[config.mk]
export PLATFORM = sky130hd
export DESIGN_NAME = pageWalker
export DESIGN_NICKNAME = d
export VERILOG_FILES = /design/src/rtl/walkPkg.sv /design/src/rtl/walkCtrl.sv /design/src/rtl/walkDatapath.sv /design/src/rtl/pageWalker.sv
export SDC_FILE = /design/constraint.sdc
export NUM_CORES = 1
export LEC_CHECK = 0
export BUFFER_PORTS_ARGS = -buffer_cell sky130_fd_sc_hd__buf_2
export CAP_MARGIN = 15
export CORE_AREA = 3 3 258 133
export CTS_BUF_LIST = sky130_fd_sc_hd__clkbuf_8
export CTS_CLUSTER_SIZE = 8
export DETAILED_ROUTE_END_ITERATION = 6
export DIE_AREA = 0 0 261 136
export GPL_TIMING_DRIVEN = 0
export REMOVE_ABC_BUFFERS = 1
export SYNTH_ARGS = -nofsm -noshare
export SYNTH_HDL_FRONTEND = slang
export SYNTH_HIERARCHICAL = 1
export SYNTH_SLANG_ARGS = --single-unit
[constraint.sdc]
create_clock -name clk -period 9.55 [get_ports clk]
set_clock_uncertainty 0.1 [all_clocks]
set_input_delay 0.955 -clock clk [delete_from_list [all_inputs] [get_ports clk]]
set_output_delay 0.955 -clock clk [all_outputs]
set_load 0.1 [all_outputs]
[src/rtl/walkPkg.sv]
package walkPkg;

  typedef struct packed {
    logic loadReq;
    logic issueLo;
    logic issueHi;
    logic capLo;
    logic capHi;
    logic respond;
  } walkStrobes_t;

  typedef enum logic [2:0] {
    ST_IDLE,
    ST_RDLO,
    ST_WTLO,
    ST_RDHI,
    ST_WTHI,
    ST_DONE
  } walkState_t;

endpackage

[src/rtl/walkCtrl.sv]
module walkCtrl
  import walkPkg::*;
#(
  parameter int MEM_LAT = 2
) (
  input  logic         clk,
  input  logic         rstN,
  input  logic         reqValid,
  output logic         reqReady,
  output walkStrobes_t strobes
);

  localparam int LAT_W = (MEM_LAT > 1) ? $clog2(MEM_LAT) : 1;
  localparam logic [LAT_W-1:0] LAT_LAST = LAT_W'(MEM_LAT - 1);

  walkState_t stateQ, stateD;
  logic [LAT_W-1:0] latCnt;

  always_comb begin
    strobes = '0;
    reqReady = (stateQ == ST_IDLE);
    strobes.loadReq = reqValid && (stateQ == ST_IDLE);
    strobes.issueLo = (stateQ == ST_RDLO);
    strobes.issueHi = (stateQ == ST_RDHI);
    strobes.capLo   = (stateQ == ST_WTLO) && (latCnt == LAT_LAST);
    strobes.capHi   = (stateQ == ST_WTHI) && (latCnt == LAT_LAST);
    strobes.respond = (stateQ == ST_DONE);
  end

  always_comb begin
    stateD = stateQ;
    case (stateQ)
      ST_IDLE: if (reqValid) stateD = ST_RDLO;
      ST_RDLO: stateD = ST_WTLO;
      ST_WTLO: if (latCnt == LAT_LAST) stateD = ST_RDHI;
      ST_RDHI: stateD = ST_WTHI;
      ST_WTHI: if (latCnt == LAT_LAST) stateD = ST_DONE;
      ST_DONE: stateD = ST_IDLE;
      default: stateD = ST_IDLE;
    endcase
  end

  always_ff @(posedge clk) begin
    if (!rstN) begin
      stateQ <= ST_IDLE;
      latCnt <= '0;
    end else begin
      stateQ <= stateD;
      if (stateQ == ST_WTLO || stateQ == ST_WTHI) latCnt <= latCnt + 1'b1;
      else latCnt <= '0;
    end
  end

  // Read counter kept only for the checks below
  logic [2:0] readsSeen;
  always_ff @(posedge clk) begin
    if (!rstN) readsSeen <= '0;
    else if (strobes.loadReq) readsSeen <= '0;
    else if (strobes.issueLo || strobes.issueHi) readsSeen <= readsSeen + 3'd1;
  end

  AST_READY_DROPS: assert property (@(posedge clk) disable iff (!rstN)
    reqValid && reqReady |=> !reqReady);

  AST_RSP_SINGLE: assert property (@(posedge clk) disable iff (!rstN)
    strobes.respond |=> !strobes.respond && reqReady);

  AST_TWO_READS: assert property (@(posedge clk) disable iff (!rstN)
    strobes.respond |-> readsSeen == 3'd2);

endmodule

[src/rtl/walkDatapath.sv]
module walkDatapath
  import walkPkg::*;
#(
  parameter int VA_W      = 16,
  parameter int SEG_BITS  = 3,
  parameter int PAGE_BITS = 9
) (
  input  logic                clk,
  input  logic                rstN,
  input  walkStrobes_t        strobes,
  input  logic [VA_W-1:0]     reqVaddr,
  input  logic                reqWrite,
  input  logic                cfgWrEn,
  input  logic [SEG_BITS-1:0] cfgIdx,
  input  logic [VA_W-1:0]     cfgBase,
  output logic                memRdEn,
  output logic [VA_W-1:0]     memAddr,
  input  logic [7:0]          memRdData,
  output logic                rspValid,
  output logic [15:0]         rspPte,
  output logic [VA_W-1:0]     rspPaddr,
  output logic                rspFaultInvalid,
  output logic                rspFaultProt
);

  localparam int NUM_SEG = 1 << SEG_BITS;
  localparam int PG_W    = VA_W - SEG_BITS - PAGE_BITS;
  localparam int FRAME_W = VA_W - PAGE_BITS;
  localparam int VALID_BIT = 8;
  localparam int WEN_BIT   = 6;

  logic [VA_W-1:0]      segBase [NUM_SEG];
  logic [VA_W-1:0]      entryAddr;
  logic [PAGE_BITS-1:0] pageOff;
  logic                 isWrite;
  logic [15:0]          pteReg;

  logic [SEG_BITS-1:0] reqSeg;
  logic [PG_W-1:0]     reqPage;
  assign reqSeg  = reqVaddr[VA_W-1 -: SEG_BITS];
  assign reqPage = reqVaddr[PAGE_BITS +: PG_W];

  always_ff @(posedge clk) begin
    if (!rstN) begin
      for (int i = 0; i < NUM_SEG; i++) segBase[i] <= '0;
    end else if (cfgWrEn) begin
      segBase[cfgIdx] <= cfgBase;
    end
  end

  always_ff @(posedge clk) begin
    if (!rstN) begin
      entryAddr <= '0;
      pageOff   <= '0;
      isWrite   <= 1'b0;
      pteReg    <= '0;
    end else begin
      if (strobes.loadReq) begin
        entryAddr <= segBase[reqSeg] + {{(VA_W-PG_W-1){1'b0}}, reqPage, 1'b0};
        pageOff   <= reqVaddr[PAGE_BITS-1:0];
        isWrite   <= reqWrite;
      end
      if (strobes.capLo) pteReg[7:0]  <= memRdData;
      if (strobes.capHi) pteReg[15:8] <= memRdData;
    end
  end

  assign memRdEn = strobes.issueLo || strobes.issueHi;
  assign memAddr = strobes.issueHi ? entryAddr + 1'b1 : entryAddr;

  logic faultInv, faultProt;
  assign faultInv  = !pteReg[VALID_BIT];
  assign faultProt = pteReg[VALID_BIT] && isWrite && !pteReg[WEN_BIT];

  assign rspValid        = strobes.respond;
  assign rspPte          = pteReg;
  assign rspFaultInvalid = strobes.respond && faultInv;
  assign rspFaultProt    = strobes.respond && faultProt;
  assign rspPaddr = (strobes.respond && !faultInv && !faultProt)
                    ? {pteReg[15 -: FRAME_W], pageOff} : '0;

  // Address of the low-byte read, held for the check below
  logic [VA_W-1:0] loAddrSeen;
  always_ff @(posedge clk) begin
    if (!rstN) loAddrSeen <= '0;
    else if (strobes.issueLo) loAddrSeen <= memAddr;
  end

  AST_HI_FOLLOWS_LO: assert property (@(posedge clk) disable iff (!rstN)
    strobes.issueHi |-> memAddr == loAddrSeen + 1'b1);

endmodule

[src/rtl/pageWalker.sv]
module pageWalker
  import walkPkg::*;
#(
  parameter int VA_W      = 16,
  parameter int SEG_BITS  = 3,
  parameter int PAGE_BITS = 9,
  parameter int MEM_LAT   = 2
) (
  input  logic                clk,
  input  logic                rstN,
  input  logic                reqValid,
  output logic                reqReady,
  input  logic [VA_W-1:0]     reqVaddr,
  input  logic                reqWrite,
  input  logic                cfgWrEn,
  input  logic [SEG_BITS-1:0] cfgIdx,
  input  logic [VA_W-1:0]     cfgBase,
  output logic                memRdEn,
  output logic [VA_W-1:0]     memAddr,
  input  logic [7:0]          memRdData,
  output logic                rspValid,
  output logic [15:0]         rspPte,
  output logic [VA_W-1:0]     rspPaddr,
  output logic                rspFaultInvalid,
  output logic                rspFaultProt
);

  walkStrobes_t strobes;

  walkCtrl #(.MEM_LAT(MEM_LAT)) i_ctrl (
    .clk      (clk),
    .rstN     (rstN),
    .reqValid (reqValid),
    .reqReady (reqReady),
    .strobes  (strobes)
  );

  walkDatapath #(
    .VA_W      (VA_W),
    .SEG_BITS  (SEG_BITS),
    .PAGE_BITS (PAGE_BITS)
  ) i_dp (
    .clk             (clk),
    .rstN            (rstN),
    .strobes         (strobes),
    .reqVaddr        (reqVaddr),
    .reqWrite        (reqWrite),
    .cfgWrEn         (cfgWrEn),
    .cfgIdx          (cfgIdx),
    .cfgBase         (cfgBase),
    .memRdEn         (memRdEn),
    .memAddr         (memAddr),
    .memRdData       (memRdData),
    .rspValid        (rspValid),
    .rspPte          (rspPte),
    .rspPaddr        (rspPaddr),
    .rspFaultInvalid (rspFaultInvalid),
    .rspFaultProt    (rspFaultProt)
  );

  AST_FAULT_NO_PADDR: assert property (@(posedge clk) disable iff (!rstN)
    rspFaultInvalid || rspFaultProt |-> rspPaddr == '0);

  AST_FAULT_ONLY_IN_RSP: assert property (@(posedge clk) disable iff (!rstN)
    !rspValid |-> !rspFaultInvalid && !rspFaultProt);

endmodule

# Yosys cells after proc, flatten, opt, wreduce, memory -nomap -nowiden
# Memories as Yosys holds them, arrays and structs flattened.
# Index checks and enable logic that the tools add are counted.
word_totals:
  mem_bits_rw: 128
  register_bits: 46
  word_cells: 50
  memories: 1
  out_inout_bits: 53
  input_bits: 48
op_classes:
  add_sub_neg: 3
  n_reduce_logical: 18
  n_eq_ne: 8
  n_mux: 13
memory_table:
  columns: ["name", "words", "word_bits", "rd", "rd_clocked_by_memory_dff", "wr", "line", "source"]
  rows:
  - ["i_dp.segBase", 8, 16, 1, 0, 8, "walkDatapath.sv:32", "logic [VA_W-1:0] segBase [NUM_SEG];"]
op_table:
  columns: ["op", "n"]
  rows:
  - ["two-way mux 16 bit", 3]
  - ["adder 16 x 1 -> 16 bit (second input constant)", 1]
  - ["adder 16 x 5 -> 16 bit", 1]
  - ["OR reduction 16 bit", 1]
  - ["one-hot mux 3 bit (5 select lines)", 1]
  - ["two-way mux 3 bit", 4]
  - ["logical AND 1 bit", 9]
  - ["equality test 3 x 2 -> 1 bit (second input constant)", 2]
  - ["equality test 3 bit (second input constant)", 2]
  - ["two-way mux 1 bit", 5]
  - ["!= test 2 x 1 -> 1 bit (second input constant)", 2]
  - ["equality test 3 x 1 -> 1 bit (second input constant)", 1]
  - ["zero test 1 bit", 3]
  - ["zero test 3 bit", 1]
  - ["AND reduction 3 bit", 1]
  - ["logical OR 1 bit", 2]
  - ["!= test 2 bit (second input constant)", 1]
  - ["AND reduction 2 bit", 1]
  - ["adder 1 bit (second input constant)", 1]

# Longest topological paths before layout
# Gate-level depths: netlist of run 1.
logic_depth:
  depth_word: 5
  mapped_depth: 13

# Modules after synthesis
# The synthesis of run 1 kept the hierarchy.
modules_own_cells:
  columns: ["mod", "instances", "seq_area_each_um2", "area_each_um2", "cells_each"]
  rows:
  - ["walkDatapath", 1, 4684.5, 8121.5, 622]
  - ["walkCtrl", 1, 80.1, 226.5, 26]

# Least setup slack after synthesis of run 1
# Ideal clock, no wire load.
synth_timing:
  path_kind: "reg-to-output"
  from: "register i_dp.pteReg[8] (netlist: i_dp/rspPte[8])"
  to: "output rspFaultProt"
  required_ns: 8.495
  t_arrival_ns: 3.359
  path_slack_ns: 5.136
  path_buffers: 0
  stages_incl_launch_ff: 3
  cell_sequence: "dfxtp_1 -> nand2_1 -> nor3b_1"
synth_between:
  elab_chain_len: 3
synth_lines:
  columns: ["element", "line", "source"]
  rows:
  - ["start: declaration", "walkDatapath.sv:36", "logic [15:0] pteReg;"]
  - ["start signal: assignment", "walkDatapath.sv:64", "if (strobes.capHi) pteReg[15:8] <= memRdData;"]
  - ["logical AND 1 bit (2 in a row)", "walkDatapath.sv:73", "assign faultProt = pteReg[VALID_BIT] && isWrite && !pteReg[WEN_BIT];"]
  - ["logical AND 1 bit", "walkDatapath.sv:78", "assign rspFaultProt = strobes.respond && faultProt;"]
  - ["end: declaration", "pageWalker.sv:25", "output logic rspFaultProt"]
# No other way between the ends.

# Worst setup path after layout of run 1
layout_timing:
  from: "input reqVaddr[13]"
  to: "register i_dp.entryAddr[10]"
layout_between:
  elab_chain_len: 2
layout_lines:
  columns: ["element", "line", "source"]
  rows:
  - ["start: declaration", "pageWalker.sv:13", "input logic [VA_W-1:0] reqVaddr,"]
  - ["memory (8 x 16 bit)", null, null]
  - ["adder 16 x 5 -> 16 bit", "walkDatapath.sv:59", "entryAddr <= segBase[reqSeg] + {{(VA_W-PG_W-1){1'b0}}, reqPage, 1'b0};"]
  - ["end signal: assignment", "walkDatapath.sv:59", null]
  - ["end: declaration", "walkDatapath.sv:33", "logic [VA_W-1:0] entryAddr;"]
# No other way between the ends.
# A chain may end at the register's enable or synchronous reset.

==> metrics.txt, run 1 <==
first-pass GRT wire length 31.94 mm; register area share after synthesis 57.07%; num rows 46; CTS tree built; Logic pwr share 19.3%; Chip Width 261 um; Total GRT Usage 11.95%; Routability Congestion 0.7640; CTS Hold Bufs 0; WL per Instance 17.26 um; Clock power frac 29.0%; fin area 9897 sq um; Critical Path Start reqVaddr[13]; placed cell area 9507 sq um; Avg Cell Area, Syn 12.88 sq um; final hold slack 0.3900 ns; aggregate global routing overflow 0; Reg-to-Reg Start i_dp/segBase[7][2]; status finished clean; CP max-delay cell nor4_1; minimum clock period 4.055 ns; Slew @ Worst Pin 1.071 ns; cell internal pwr 1.177 mW; sw frac 31.66%; Initial DRC Count 286; Max Fanout on Critical Path 23; routed vias 5403; WP buf/inv 2; pin count of the biggest net entering global routing 32; final net count 810; Max IR drop VDD 84.02 uV; Post-Layout Cell Count 1201; port bufs 100; die area 35500 sq um; Filler cells 3176; CTS Root Cell clkbuf_8; Hold Vio Cnt, Final 0; Slew Limit Fails 0; Worst-path clk slew 0.10 ns; Pwr Density 174.0 nW/um^2; Routed Antenna Nets 0; Post-CTS Setup Bufs 0; Finish-stage setup viols 0; Core Region 31830 sq um; Post-synth EDFFs 128; Distinct cells, synth 55; final period utilization 42.46%; register bit total from synthesis 174; htree depth 4; Place WS 4.700 ns; Max-cap violations 0; post-route setup TNS 0 ns; Crit path depth 10; Sink Count 174; R2R setup slack 6.35 ns; Arr. time, crit path 4.32 ns; # diodes 0; Top Family by Delay on Critical Path multiplexers; I/O pins 101; Synth Flop Type edfxtp_1; unrepaired setup endpoints after global routing no; slew margin rel. 28.62%; share of power burned in registers 51.7%; Yosys Warn Count 6; drt drc 0; Reg2Reg Capture Point i_dp/entryAddr[10]; Clock Latency Late Sink 0.46 ns; CTS buffer count 17; fraction of layout cells with a size suffix above 1 26.92%; TritonRoute pass-1 iters 5; Cells after Synth 648; initial cell density of the core 26.23%; WL final 20.73 mm; worst-path cell chain buf_2, mux4_2, mux2i_1, inv_1, ha_1, a21o_1, a31oi_1, nor4_1, a21oi_1, a22o_1; Worst setup EP type flop; CP startpoint kind input port; Largest stage delay, worst path 0.62 ns; Pleak 3.756 nW; Layout area overhead 18.56%; Vias/cell 4.499; CTS Buffer Depth 2; Setup CP Type input port to flop; multi-input logic area 3412 sq um; WP data required 9.81 ns; async set-reset flop share out of synthesis 0%; final worst slack 5.495 ns; Final HPWL DP 14.85 mm; Cells after DPL 1167; CTS resizes 0; register area 4765 sq um; synthesized area 8348 sq um; worst min-delay path category flop to flop; Die H 136 um; Reg2Reg Depth 9; CP Capture Point i_dp/entryAddr[10]; achievable frequency 246.6 MHz; vias in the first global route 5482; P_sw 0.5454 mW; initial antenna violation count 1
## cells in the mapped netlist, types with 4 or more instances
library cell	n	area, sq um
nand3_1	15	75.07
edfxtp_1	128	3844
nand2b_1	7	43.79
xor2_1	6	52.55
xnor2_1	13	113.9
buf_2	5	25.02
o22ai_1	4	25.02
ha_1	5	62.56
and2_1	145	907.1
inv_1	11	41.29
o21ai_0	7	35.03
nor2b_1	4	25.02
clkbuf_1	17	63.81
buf_1	4	15.01
nand4_1	9	56.30
mux2_2	14	157.7
mux4_2	22	495.5
a21oi_1	6	30.03
nor3_1	12	60.06
nand2_1	18	67.56
nor2_1	48	180.2
o211ai_1	5	37.54
dfxtp_1	46	920.9
mux2i_1	38	380.4
mux4_1	8	210.2
## how the worst min path moves through the flow
| stage | from | end | slack (ns) | depth (start not counted) |
|---|---|---|---|---|
| 4_1_cts | i_dp/entryAddr[5] | i_dp/entryAddr[5] | 0.40 | 2 |
| 5_1_grt | i_dp/pageOff[7] | i_dp/pageOff[7] | 0.43 | 2 |
| 2_1_floorplan | i_ctrl/latCnt | i_ctrl/latCnt | 0.34 | 1 |
| 3_3_place_gp | i_ctrl/latCnt | i_ctrl/latCnt | 0.35 | 1 |
| 3_5_place_dp | i_ctrl/latCnt | i_ctrl/latCnt | 0.38 | 1 |
| 6_report | i_ctrl/latCnt | i_ctrl/latCnt | 0.39 | 1 |
## layout make-up
type,count,share of cell area (%)
Inverter,14,0.5310
Multi-Input combinational cell,428,34.48
Timing Repair Buffer,121,7.649
Sequential cell,174,48.14
Tap cell,432,5.461
Clock buffer,17,2.364
Clock inverter,15,1.378
## layer usage
layer | global-route usage [%] | part of all wire, %
met5 | 0 | 0.063
met4 | 3.380 | 1.5
met3 | 2.233 | 3.4
met2 | 22.47 | 53
met1 | 13.93 | 42
## power groups by stage
stage	sequential, mW	combinational [mW]	clock [mW]
floorplan	0.903	0.238	0
global placement	0.905	0.320	0
detailed placement	0.908	0.333	0
CTS	0.891	0.334	0.515
global route	0.897	0.354	0.550
finish	0.890	0.332	0.500
## per-stage QoR
step                      total power [mW]  utilization [%]
after floorplan                      1.140                -
after global placement               1.226            28.97
after detailed placement             1.242            29.87
after CTS                            1.741            31.03
after global routing                 1.801            31.10
final                                1.723            31.10
## flip-flops by register name, indices dropped and copies added, names as in the netlist
name	cells
i_ctrl/latCnt	1
i_dp/segBase	128
i_ctrl/stateQ	3
i_dp/rspPte	16
i_dp/pageOff	9
i_dp/isWrite	1
i_dp/entryAddr	16
## cells in the final DEF (no fill, tap or decap), drive strengths merged, types with 3 or more instances in the layout
| cell | synthesis | routed |
|---|---|---|
| a211oi | 3 | 3 |
| a21o | 3 | 3 |
| a21oi | 6 | 6 |
| and2 | 145 | 145 |
| and3 | 5 | 5 |
| and4 | 3 | 3 |
| buf | 15 | 120 |
| clkbuf | 17 | 17 |
| clkinv | 1 | 7 |
| dfxtp | 46 | 46 |
| edfxtp | 128 | 128 |
| ha | 5 | 5 |
| inv | 13 | 21 |
| mux2 | 14 | 14 |
| mux2i | 38 | 38 |
| mux4 | 30 | 30 |
| nand2 | 18 | 18 |
| nand2b | 7 | 7 |
| nand3 | 15 | 15 |
| nand4 | 9 | 9 |
| nor2 | 48 | 48 |
| nor2b | 4 | 4 |
| nor3 | 12 | 12 |
| nor4 | 3 | 3 |
| o211ai | 5 | 5 |
| o21ai | 7 | 7 |
| o22ai | 4 | 4 |
| or2 | 3 | 3 |
| xnor2 | 13 | 13 |
| xor2 | 6 | 6 |
## kinds of logic (layout without fill, tap and decap cells)
logic type / count (synthesis) / in the layout / share of synthesized area (%)
buffers and inverters: 46 / 167 / 2.638
AND/OR/NAND/NOR: 278 / 278 / 18.82
XOR/XNOR: 19 / 19 / 1.993
adder cells (fa/ha/maj): 6 / 6 / 0.9892
multiplexers: 82 / 82 / 14.90
AO/OA/AOI/OAI: 43 / 43 / 3.582
flip-flops: 174 / 174 / 57.07
Note: power is estimated with default switching activity, not from simulation.
==> inputs of run 2 (changes only) <==
==> constraint.sdc (replaced) <==
create_clock -name clk -period 3.35 [get_ports clk]
set_clock_uncertainty 0.1 [all_clocks]
set_input_delay 0.335 -clock clk [delete_from_list [all_inputs] [get_ports clk]]
set_output_delay 0.335 -clock clk [all_outputs]
set_load 0.1 [all_outputs]
==> run 2 against run 1 <==
Sequential power grew to 2.9 times the previous value. Non-clock buffer count grew 12. Largest power group unchanged. Die area is the same. Sequential share of layout area shrank 0.74 points. Routed wire length grew 0.68%. Hold slack lost 0.35 ns. First-iteration DRC count grew 7.7%. Final area grew 1.6%. Final cell count grew 1.0%.
==> metrics.txt, run 2 (synthesis results as in run 1) <==
Worst-path clk slew 0.10 ns (about the same); final period utilization 93.57%; Top Family by Delay on Critical Path simple AND/OR/NAND/NOR gates; drt drc 0 (unchanged); CP max-delay cell dfxtp_1; achievable frequency 319.0 MHz; Total GRT Usage 12.02% (+0.069 points); unrepaired setup endpoints after global routing no; Worst setup EP type primary output; vias in the first global route 5542 (+1.1%); Post-CTS Setup Bufs 0 (unchanged); Hold Vio Cnt, Final 0 (unchanged); pin count of the biggest net entering global routing 32 (unchanged); I/O pins 101 (unchanged); Worst path most repeated cell nand3_1; Setup CP Type flop to primary output; Top reg by flops i_dp/segBase; Largest stage delay, worst path 0.54 ns (-0.08 ns); CTS Root Cell clkbuf_8; Initial DRC Count 308 (+7.7%); minimum clock period 3.135 ns; worst min-delay path category input port to flop; final worst slack 0.2153 ns (-5.280 ns); Vias/cell 4.515 (+0.37%); initial cell density of the core 26.23% (unchanged); fraction of layout cells with a size suffix above 1 26.89% (-0.029 points); Core Util, Final 31.58% (+0.48 points); WL per Instance 17.21 um (-0.31%); CTS buffer count 17 (unchanged); Post-Layout Cell Count 1213 (+1.0%); die area 35500 sq um (unchanged); max reg flops 128 (unchanged); Max-cap violations 0 (unchanged); Filler cells 3165 (-0.35%); Chip Width 261 um (unchanged); commonest non-fill, non-tap cell in the layout and2_1; Place WS -0.8805 ns (-5.580 ns); Clock Latency Late Sink 0.46 ns (about the same); routed vias 5477 (+1.4%); Finish-stage setup viols 0 (unchanged); post-route setup TNS 0 ns (unchanged); fin area 10050 sq um (+1.6%); WP buf/inv 1 (-1); WP data required 2.91 ns (-6.90 ns); aggregate global routing overflow 0 (unchanged); htree depth 4 (unchanged); Arr. time, crit path 2.70 ns (-1.62 ns); Max Fanout on Critical Path 10 (-57%); WL final 20.87 mm (+0.68%); CP startpoint kind flop; final net count 822 (+1.5%); final hold slack 0.03651 ns (-0.3535 ns); slew margin rel. 28.18% (-0.44 points); TritonRoute pass-1 iters 5 (unchanged); Pwr Density 490.6 nW/um^2 (+180%); total power 4.931 mW (+190%); Slew @ Worst Pin 1.077 ns (+0.006562 ns); commonest cells after routing, fill and taps aside 145 x and2_1, 128 x edfxtp_1, 95 x buf_2; Final HPWL DP 14.85 mm (unchanged); Routability Congestion 0.7640 (unchanged); CTS tree built; multi-input logic area 3433 sq um (+0.62%); num rows 46 (unchanged); status finished clean; # diodes 0 (unchanged); Layout area overhead 20.40%; Die H 136 um (unchanged); register area 4765 sq um (unchanged); Sink Count 174 (unchanged); worst-path cell chain and3_4, nand3_1, nor3_2, nor2b_1, nand3_1, xnor2_1, clkbuf_4; initial antenna violation count 1 (unchanged); Routed Antenna Nets 0 (unchanged); first-pass GRT wire length 32.13 mm (+0.60%); Core Region 31830 sq um (unchanged); Max IR drop VDD 240.5 uV (+190%); Slew Limit Fails 0 (unchanged); placed cell area 9507 sq um (unchanged); CTS Buffer Depth 2 (unchanged); port bufs 100 (unchanged); Pleak 3.791 nW (+0.93%); Cells after DPL 1167 (unchanged)
## run 2: per-layer routing
layer,track usage (%),vias to the layer above,part of all wire (%)
met2,22.69,122,53
met3,2.233,25,3.9
met4,3.380,2,1.5
met1,13.95,2729,41
li1,-,2599,-
met5,0,-,0.062
## run 2: worst paths after layout
path | from | to | slack (ns) | cells after the start
min | reqVaddr[8] | i_dp/pageOff[8] | 0.04 | 3
min reg2reg | i_ctrl/latCnt | i_ctrl/latCnt | 0.39 | 1
max | i_ctrl/stateQ[0] | memAddr[15] | 0.22 | 7
max reg2reg | i_dp/segBase[7][2] | i_dp/entryAddr[8] | 0.34 | 9
## run 2: cell type report
class	instances	share of cell area, %
inverter	14	0.5228
clock buffer	17	2.328
multi-input combinational	428	34.16
clock inverter	15	1.357
timing repair buffer	133	8.851
tap	432	5.378
sequential	174	47.40
## run 2: what timing repair did
| item | CTS | global route |
|---|---|---|
| hold buffers | 14 | 0 |
| setup endpoints to repair | 21 | 6 |
| hold endpoints to repair | 16 | 0 |
| gates resized for setup | 6 | 4 |
## run 2: report_power, final
part | switching (mW) | total, mW | internal [mW] | leakage, nW
logic | 0.656 | 0.964 | 0.309 | 1.99
clock network | 0.825 | 1.43 | 0.602 | 0.202
registers | 0.0807 | 2.54 | 2.46 | 1.60
## run 2: worst reg2reg max path, cell delays in order (launching register included)
cell	delay [ns]
edfxtp_1	0.37
mux4_2	0.47
mux2i_1	0.46
inv_1	0.10
ha_1	0.29
a21o_1	0.17
a31oi_1	0.34
nor3_1	0.15
and4_1	0.22
o31a_1	0.23
==> inputs of run 3 (changes only) <==
--- a/config.mk
+++ b/config.mk
@@ -7,12 +7,14 @@
 export LEC_CHECK = 0
 export BUFFER_PORTS_ARGS = -buffer_cell sky130_fd_sc_hd__buf_2
 export CAP_MARGIN = 15
-export CORE_AREA = 3 3 258 133
+export CORE_AREA = 3 3 179 94
 export CTS_BUF_LIST = sky130_fd_sc_hd__clkbuf_8
 export CTS_CLUSTER_SIZE = 8
 export DETAILED_ROUTE_END_ITERATION = 6
-export DIE_AREA = 0 0 261 136
+export DIE_AREA = 0 0 182 97
 export GPL_TIMING_DRIVEN = 0
+export HOLD_SLACK_MARGIN = 0.15
+export PLACE_DENSITY = 0.78
 export REMOVE_ABC_BUFFERS = 1
 export SYNTH_ARGS = -nofsm -noshare
 export SYNTH_HDL_FRONTEND = slang
==> constraint.sdc (replaced) <==
create_clock -name clk -period 2.85 [get_ports clk]
set_clock_uncertainty 0.1 [all_clocks]
set_input_delay 0.285 -clock clk [delete_from_list [all_inputs] [get_ports clk]]
set_output_delay 0.285 -clock clk [all_outputs]
set_load 0.1 [all_outputs]
==> run 3 against run 2 <==
Combinational power is 27% higher. Sequential power is 18% higher. Total power is 21% higher. Non-clock buffer count is 22 higher. Global-route usage is 9.9 points higher. Sequential cell count stayed put. Core utilization is 35 points higher. Final area is 1.1% higher. Sequential share of layout area is 0.50 points lower. Routed wire length is 6.5% lower. Hold slack better by 0.16 ns. First-iteration DRC count is 67% higher.
==> metrics.txt, run 3 (synthesis results as in run 1) <==
drt drc 0 (unchanged); Clock Latency Late Sink 0.45 ns (about the same); fraction of layout cells with a size suffix above 1 28.02% (+1.1 points); minimum clock period 2.824 ns; num rows 32 (-30%); unrepaired setup endpoints after global routing yes; commonest non-fill, non-tap cell in the layout and2_1; final period utilization 99.08%; WL final 19.52 mm (-6.5%); Top reg by flops i_dp/segBase; Arr. time, crit path 3.09 ns (+0.39 ns); I/O pins 101 (unchanged); htree depth 4 (unchanged); Filler cells 1075 (-66%); status finished clean; post-route setup TNS 0 ns (unchanged); WL per Instance 19.38 um (+13%); Layout area overhead 21.78%; # diodes 0 (unchanged); CTS tree built; Core Util, Final 66.47% (+35 points); Die H 97 um (-29%); worst min-delay path category input port to flop; initial antenna violation count 0 (-1); WP data required 3.12 ns (+0.21 ns); Max Fanout on Critical Path 5 (-5); achievable frequency 354.1 MHz; pin count of the biggest net entering global routing 39 (+22%); Hold Vio Cnt, Final 0 (unchanged); routed vias 5668 (+3.5%); total power 5.945 mW (+21%); Setup CP Type flop to flop; Initial DRC Count 514 (+67%); Place WS -1.216 ns (-0.3354 ns); Pleak 3.930 nW (+3.7%); Vias/cell 5.629 (+25%); Max IR drop VDD 299.2 uV (+24%); slew margin rel. 13.12% (-15 points); multi-input logic area 3550 sq um (+3.4%); Worst setup EP type flop; CTS Buffer Depth 2 (unchanged); Worst-path clk slew 0.11 ns (about the same); TritonRoute pass-1 iters 5 (unchanged); register area 4768 sq um (about the same); CTS Root Cell clkbuf_8; Finish-stage setup viols 0 (unchanged); aggregate global routing overflow 0 (unchanged); Final HPWL DP 12.90 mm (-13%); Routed Antenna Nets 0 (unchanged); initial cell density of the core 54.58% (+28 points); die area 17650 sq um (-50%); final worst slack 0.02618 ns (-0.1891 ns); Slew @ Worst Pin 1.298 ns (+0.2211 ns); Chip Width 182 um (-30%); Max-cap violations 0 (unchanged); first-pass GRT wire length 30.37 mm (-5.5%); Total GRT Usage 21.95% (+9.9 points); CP startpoint kind flop; R2R setup slack 0.03 ns (-0.31 ns); Core Region 15290 sq um (-52%); vias in the first global route 5588 (+0.83%); max reg flops 128 (unchanged); Pwr Density 584.7 nW/um^2 (+19%); CTS buffer count 17 (unchanged); port bufs 100 (unchanged); Slew Limit Fails 0 (unchanged); Sink Count 174 (unchanged); commonest cells after routing, fill and taps aside 145 x and2_1, 128 x edfxtp_1, 94 x buf_2; final net count 844 (+2.7%); Routability Congestion 0.8024 (+5.0%)
[run 3: cell count changes in the layout (fill, tap and decap cells not counted), sizes merged]
cell         before  now
dlygate4sd3      14   36
clkinv            7    4
clkinvlp          0    2
buf             116  117
clkbuf           20   19
inv              21   22
[run 3: report_power, final]
part	leakage [nW]	internal, mW	switching (mW)
registers	1.60	2.89	0.0979
clock network	0.204	0.741	0.990
logic	2.12	0.420	0.804
total	3.93	4.05	1.89
[run 3: path summary, 6_finish.rpt]
kind                       endpoint  depth (start not counted)               start
hold / removal     i_ctrl/stateQ[2]                          2                rstN
hold reg to reg   i_dp/entryAddr[5]                          2   i_dp/entryAddr[5]
setup / recovery  i_dp/entryAddr[7]                          8  i_dp/segBase[2][3]
setup reg to reg  i_dp/entryAddr[7]                          8  i_dp/segBase[2][3]
[run 3: cell type report]
| cell class | count | share of cell area [%] |
|---|---|---|
| multi-input cells | 428 | 34.92 |
| clock inverters | 15 | 1.698 |
| clock buffers | 17 | 2.302 |
| flip-flops and latches | 174 | 46.90 |
| repair buffers | 155 | 11.15 |
| inverters | 14 | 0.5169 |
| well taps | 204 | 2.511 |
[run 3: worst max-delay path, cell delays in order, from the launching register on]
cell and delay [ns]:
edfxtp_1 0.38, mux4_2 0.46, mux2_4 0.32, ha_4 0.30, nor2b_4 0.15, o21ai_4 0.07
a211o_1 0.35, or4_1 0.44, a31oi_1 0.15
[run 3: stage by stage]
stage | cell area (sq um) | hold slack (ns) | instances
6_report | 10170 | 0.1958 | 1007
5_1_grt | 10170 | 0.1816 | 1007
4_1_cts | 10020 | 0.1763 | 1003
3_5_place_dp | 9174 | 0.3795 | 935
3_3_place_gp | 8936 | 0.3601 | 920
2_1_floorplan | 8180 | 0.3027 | 616
[run 3: routing by layer]
| metal | GRT usage [%] | share of wire (%) | vias up |
|---|---|---|---|
| met5 | 0 | 0 | - |
| met4 | 6.491 | 1.7 | 0 |
| met3 | 4.170 | 6.7 | 28 |
| met2 | 36.39 | 49 | 217 |
| met1 | 29.72 | 43 | 2779 |
| li1 | - | - | 2644 |
[run 3: timing repair]
action,in CTS,in global routing
setup buffers,0,1
cloned,0,0
hold buffers,36,0
pin swaps,2,5
resized for setup,20,19
endpoints found under the hold margin,156,0
endpoints found under the setup margin,35,33
